### config.mk
export PLATFORM = sky130hd
export DESIGN_NAME = qh_walker
export DESIGN_NICKNAME = d
export VERILOG_FILES = /design/src/rtl/qh_walker.sv
export SDC_FILE = /design/constraint.sdc
export NUM_CORES = 1
export LEC_CHECK = 0
export BUFFER_PORTS_ARGS = -buffer_cell sky130_fd_sc_hd__buf_2
export CORE_MARGIN = 8
export CORE_UTILIZATION = 60
export DETAILED_ROUTE_END_ITERATION = 7
export PLACE_DENSITY = 0.79
export RECOVER_POWER = 25
export SYNTH_ARGS = -nofsm -noshare
export SYNTH_HDL_FRONTEND = slang
export SYNTH_SLANG_ARGS = --single-unit
### constraint.sdc
create_clock -name clk -period 6.4 [get_ports clk]
set_input_delay 0.64 -clock clk [delete_from_list [all_inputs] [get_ports clk]]
set_output_delay 0.64 -clock clk [all_outputs]
set_load 0.01 [all_outputs]
### src/rtl/qh_walker.sv
module qh_walker #(
  parameter int AW    = 12,
  parameter int CHUNK = 16
) (
  input  logic          clk,
  input  logic          rst_n,
  input  logic          start,
  input  logic [AW-1:0] first_qh,
  output logic          busy,
  output logic          done,
  output logic          mem_req,
  output logic          mem_we,
  output logic [AW-1:0] mem_addr,
  output logic [31:0]   mem_wdata,
  input  logic          mem_ready,
  input  logic [31:0]   mem_rdata,
  input  logic          mem_rvalid
);

  localparam int         OVW      = 9;
  localparam logic [3:0] OFF_CUR  = 4'd3;
  localparam logic [3:0] OFF_OV   = 4'd4;
  localparam logic [3:0] OFF_STAT = 4'd6;
  localparam logic [3:0] OFF_LAST = OFF_OV + 4'(OVW - 1);
  localparam logic [3:0] WB_LAST  = 4'(OVW - 1);
  localparam logic [14:0] STEP    = 15'(CHUNK);

  typedef enum logic [2:0] {S_IDLE, S_RD, S_RWAIT, S_XFER, S_WB, S_NEXT} st_t;

  st_t           state;
  logic [AW-1:0] qh;
  logic [31:0]   link, cur;
  logic [31:0]   ov [OVW];
  logic [3:0]    idx, k;

  logic [14:0]   rem, stepped;
  logic [31:0]   new_status;
  logic [AW-1:0] desc_base, next_qh;
  logic          accept;

  assign rem        = ov[2][30:16];
  assign stepped    = (rem > STEP) ? rem - STEP : '0;
  assign new_status = {ov[2][31], stepped, ov[2][15:8], (stepped != '0) & ov[2][7], ov[2][6:0]};
  assign desc_base  = {cur[AW+1:5], 3'b000};
  assign next_qh    = {link[AW+1:5], 3'b000};

  assign busy    = (state != S_IDLE);
  assign mem_req = (state == S_RD) || (state == S_XFER) || (state == S_WB);
  assign mem_we  = (state == S_XFER) || (state == S_WB);
  assign accept  = mem_req && mem_ready;

  always_comb begin
    case (state)
      S_XFER:  mem_addr = qh + AW'(OFF_STAT);
      S_WB:    mem_addr = desc_base + AW'(k);
      default: mem_addr = qh + AW'(idx);
    endcase
    case (state)
      S_XFER:  mem_wdata = new_status;
      S_WB:    mem_wdata = ov[k];
      default: mem_wdata = '0;
    endcase
  end

  always_ff @(posedge clk or negedge rst_n) begin
    if (!rst_n) begin
      state <= S_IDLE;
      qh    <= '0;
      link  <= '0;
      cur   <= '0;
      idx   <= '0;
      k     <= '0;
      done  <= 1'b0;
      for (int i = 0; i < OVW; i++) ov[i] <= '0;
    end else begin
      done <= 1'b0;
      case (state)
        S_IDLE:
          if (start) begin
            qh    <= first_qh;
            idx   <= '0;
            state <= S_RD;
          end
        S_RD:
          if (accept) state <= S_RWAIT;
        S_RWAIT:
          if (mem_rvalid) begin
            if (idx == '0)           link <= mem_rdata;
            else if (idx == OFF_CUR) cur  <= mem_rdata;
            else                     ov[idx - OFF_OV] <= mem_rdata;
            if (idx == OFF_LAST) begin
              state <= (ov[2][7] && idx != OFF_STAT) ? S_XFER : S_NEXT;
            end else begin
              idx   <= (idx == '0) ? OFF_CUR : idx + 4'd1;
              state <= S_RD;
            end
          end
        S_XFER:
          if (accept) begin
            ov[2] <= new_status;
            if (stepped == '0) begin
              k     <= '0;
              state <= S_WB;
            end
          end
        S_WB:
          if (accept) begin
            if (k == WB_LAST) state <= S_NEXT;
            else              k     <= k + 4'd1;
          end
        S_NEXT:
          if (link[0]) begin
            done  <= 1'b1;
            state <= S_IDLE;
          end else begin
            qh    <= next_qh;
            idx   <= '0;
            state <= S_RD;
          end
        default: state <= S_IDLE;
      endcase
    end
  end


  done_idle_chk: assert property (@(posedge clk) disable iff (!rst_n) done |-> !busy);


  rvalid_wait_chk: assert property (@(posedge clk) disable iff (!rst_n) mem_rvalid |-> state == S_RWAIT);


  req_hold_chk: assert property (@(posedge clk) disable iff (!rst_n)
    (mem_req && !mem_ready) |=> (mem_req && $stable(mem_addr) && $stable(mem_we) && $stable(mem_wdata)));


  wb_consecutive_chk: assert property (@(posedge clk) disable iff (!rst_n)
    (state == S_WB && $past(state == S_WB && mem_ready)) |-> mem_addr == AW'($past(mem_addr) + 1'b1));


  wb_inactive_chk: assert property (@(posedge clk) disable iff (!rst_n) (state == S_WB) |-> !ov[2][7]);


  idle_ov_no_write_chk: assert property (@(posedge clk) disable iff (!rst_n)
    (state == S_NEXT && $past(state == S_RWAIT)) |-> !ov[2][7]);

endmodule

==> flow_summary.json <==
{
  "vias_per_cell": 6.486,
  "wl_met1_mm": 16.34,
  "synth_top_cell_area_share_pct": 51.49,
  "synth.most_common_cell": "dfrtp_1",
  "min_period_ns": 3.963,
  "cts_buffer_depth": 3,
  "hold_path.class": "in2async",
  "ioPinCount": 97,
  "cts_setup_buffers": 0,
  "cellLeakagePower_nw": 8.594,
  "worst-path-max-fanout": 54,
  "rsz0062_at_grt": "no",
  "vias": 10460,
  "max-vdd-ir-drop_uv": 213.6,
  "hold_viol": 0,
  "r2r_cells": 5,
  "dieArea_sq_um": 32310,
  "cp_top_family": "flip-flops",
  "cts_hold_buf": 0,
  "tightest_slew_ns": 2.760,
  "ant_nets": 0,
  "nNetsFinal": 1311,
  "grt_overflow": 0,
  "drtPass1Iterations": 5,
  "synthTopCellsByCount": "331 x dfrtp_1, 291 x mux2_2, 64 x mux4_2",
  "p_int_mw": 4.040,
  "drtIter0Drc": 809,
  "rr_startpoint": "state[1]",
  "synth.largest_area_cell": "dfrtp_1",
  "critPathMaxStageDelay_ns": 1.12,
  "cts.root.buffer_cell": "clkbuf_16",
  "antenna_found_initial": 2,
  "drive_gt1_share_pct": 42.52,
  "r2r-end": "ov[57]",
  "rows": 60,
  "status": "finished, violations left",
  "cts.clk_slew.worst_paths_ns": 0.06,
  "ys_async_sr_fraction_pct": 100.0,
  "htree_levels": 2,
  "seqCellArea_sq_um": 8289,
  "p_switching_mw": 1.842,
  "tns_ns": 0,
  "power_density_nw_per_um2": 327.9,
  "cts_tree": "built",
  "drv_slew": 148,
  "numCtsBuffers": 35,
  "synthesis.instances": 1187,
  "p_comb_share_pct": 22.8,
  "initial_core_util_pct": 60.37,
  "drc_errors": 0,
  "multiInputGateArea_sq_um": 7417,
  "final_cells": 1612,
  "fin_crit_sh_pct": 61.92,
  "synthFlopType": "dfrtp_1",
  "cts_resized": 0,
  "wirelength_mm": 37.87,
  "yosysUniqueCellTypes": 62,
  "crit_path_start_kind": "register",
  "placed_cells": 1550,
  "gp_congestion": 0.9141,
  "clkSinkCount": 331,
  "dr_wl_met3_mm": 2.688,
  "ys_seq_area_share_pct": 51.49,
  "grt_pass1_vias": 10700,
  "grt_start_max_net_pins": 115,
  "routed.top_layer": "met5",
  "clkLatencyLatePin_ns": 0.52,
  "netlist_area_sq_um": 16090,
  "final.fill_count": 1841,
  "synth_nets": 1252,
  "maxCapViolCount": 2,
  "synth-edff-count": 0,
  "crit_buf_inv": 2,
  "grt_pass1_wl_mm": 60.86,
  "synth-seq-cells": 331,
  "finalPower_mw": 5.882,
  "power_frac_seq_pct": 42.6,
  "setup_viol": 0,
  "critPathCaptureType": "primary output",
  "cp.required_ns": 5.76,
  "netlist_top_cells_area": "dfrtp_1 51%, mux2_2 20%, mux4_2 9.0%",
  "dpl.hpwl_mm": 22.42,
  "grt.total_usage_pct": 23.33,
  "fp.dieH_microns": 179.7,
  "max_freq_mhz": 252.3,
  "core_area_sq_um": 26650,
  "crit_chain": "buf_4, mux4_2, mux2i_1, nor2_1, a21oi_1, o21ai_0, buf_2",
  "routedWlPerCell_microns": 23.49,
  "die-width_microns": 179.7,
  "r2r_slack_ns": 3.05,
  "yosysWarnings": 0,
  "pwr-share-clk_pct": 34.5,
  "maxSlewHeadroom_pct": -83.99,
  "crit_type": "reg2out",
  "critical-path-slowest-cell": "dfrtp_4",
  "swShare_pct": 31.31,
  "io_buffers": 96,
  "final_util_pct": 67.32,
  "synth.avg_cell_area_sq_um": 13.55,
  "arrival_ns": 3.32,
  "syn2layout_area_growth_pct": 11.52,
  "violations": "capacitance limit, slew limit",
  "met2_length_mm": 18.02,
  "finClkSkew_ns": 0.02081
}
## power groups by stage
stage                     Clock [mW]  Combinational [mW]  Sequential (mW)
after floorplan                    0                1.05             2.38
after global placement             0                1.31             2.54
after detailed placement           0                1.33             2.54
after CTS                       2.05                1.34             2.51
after global routing            2.15                1.46             2.54
final                           2.03                1.34             2.51
## flip-flops by register name, summed over array words and instances, names as in the netlist
signal,flops
idx,4
k,4
cur,9
qh,12
done,1
state,3
link,10
ov,272
new_status,16
## logic make-up after synthesis
family                   after synthesis  synth area share [%]
buffers and inverters                104                 2.582
flip-flops                           331                 51.49
adder cells (fa/ha/maj)               16                 1.291
XOR/XNOR                              18                0.9799
AND/OR/NAND/NOR                      154                 4.674
multiplexers                         397                 31.94
AO/OA/AOI/OAI                        167                 7.046
## stage by stage
stage | setup WS, ns | hold WS, ns | instance area, sq um
2_1_floorplan | 3.617 | 0.3444 | 16090
3_3_place_gp | 2.870 | 0.4819 | 16800
3_5_place_dp | 2.890 | 0.4885 | 16800
4_1_cts | 2.345 | 0.2016 | 17960
5_1_grt | 2.155 | 0.2409 | 17940
6_report | 2.437 | 0.1400 | 17940
## worst max path at each step
stage          cells past startpoint             to  slack (ns)     from
2_1_floorplan                      7   mem_wdata[7]        3.62  ov[218]
3_3_place_gp                       7  mem_wdata[21]        2.87     k[0]
3_5_place_dp                       7  mem_wdata[21]        2.89     k[0]
4_1_cts                            7  mem_wdata[21]        2.35     k[0]
5_1_grt                            7  mem_wdata[20]        2.15     k[0]
6_report                           7  mem_wdata[21]        2.44     k[0]
## final cells by class
cell class	instances	share of cell area [%]
inverters	17	0.3557
clock buffers	49	5.740
clock inverters	12	0.7253
diodes	1	0.01395
flip-flops and latches	331	46.20
multi-input cells	752	41.34
repair buffers	109	3.243
well taps	341	2.378
## cell usage in the layout, fill, tap and decap left out, types with 4 or more instances in the layout
master / instances
o21ai_0: 46
ha_1: 15
nor3_1: 8
clkinv_2: 6
a31oi_1: 5
buf_2: 95
xnor2_1: 11
o31ai_1: 7
inv_1: 17
a22o_1: 14
clkbuf_8: 8
mux2_2: 291
nand2_1: 38
a22oi_1: 18
and3_1: 5
buf_4: 11
nand3_1: 14
a21oi_1: 29
a221o_1: 8
nor2_1: 45
clkbuf_1: 6
o311ai_0: 5
clkbuf_16: 36
mux4_2: 64
nand2_2: 7
dfrtp_1: 328
o211ai_1: 6
xor2_1: 7
o221ai_1: 4
nor3b_1: 6
mux2i_1: 42
## per-layer routing
layer  track usage, %  up-vias
met3            4.798       69
met5                0        -
met2            37.16      393
met1            32.48     5428
li1                 -     4561
met4            6.035        4
Note: power is estimated with default switching activity, not from simulation.
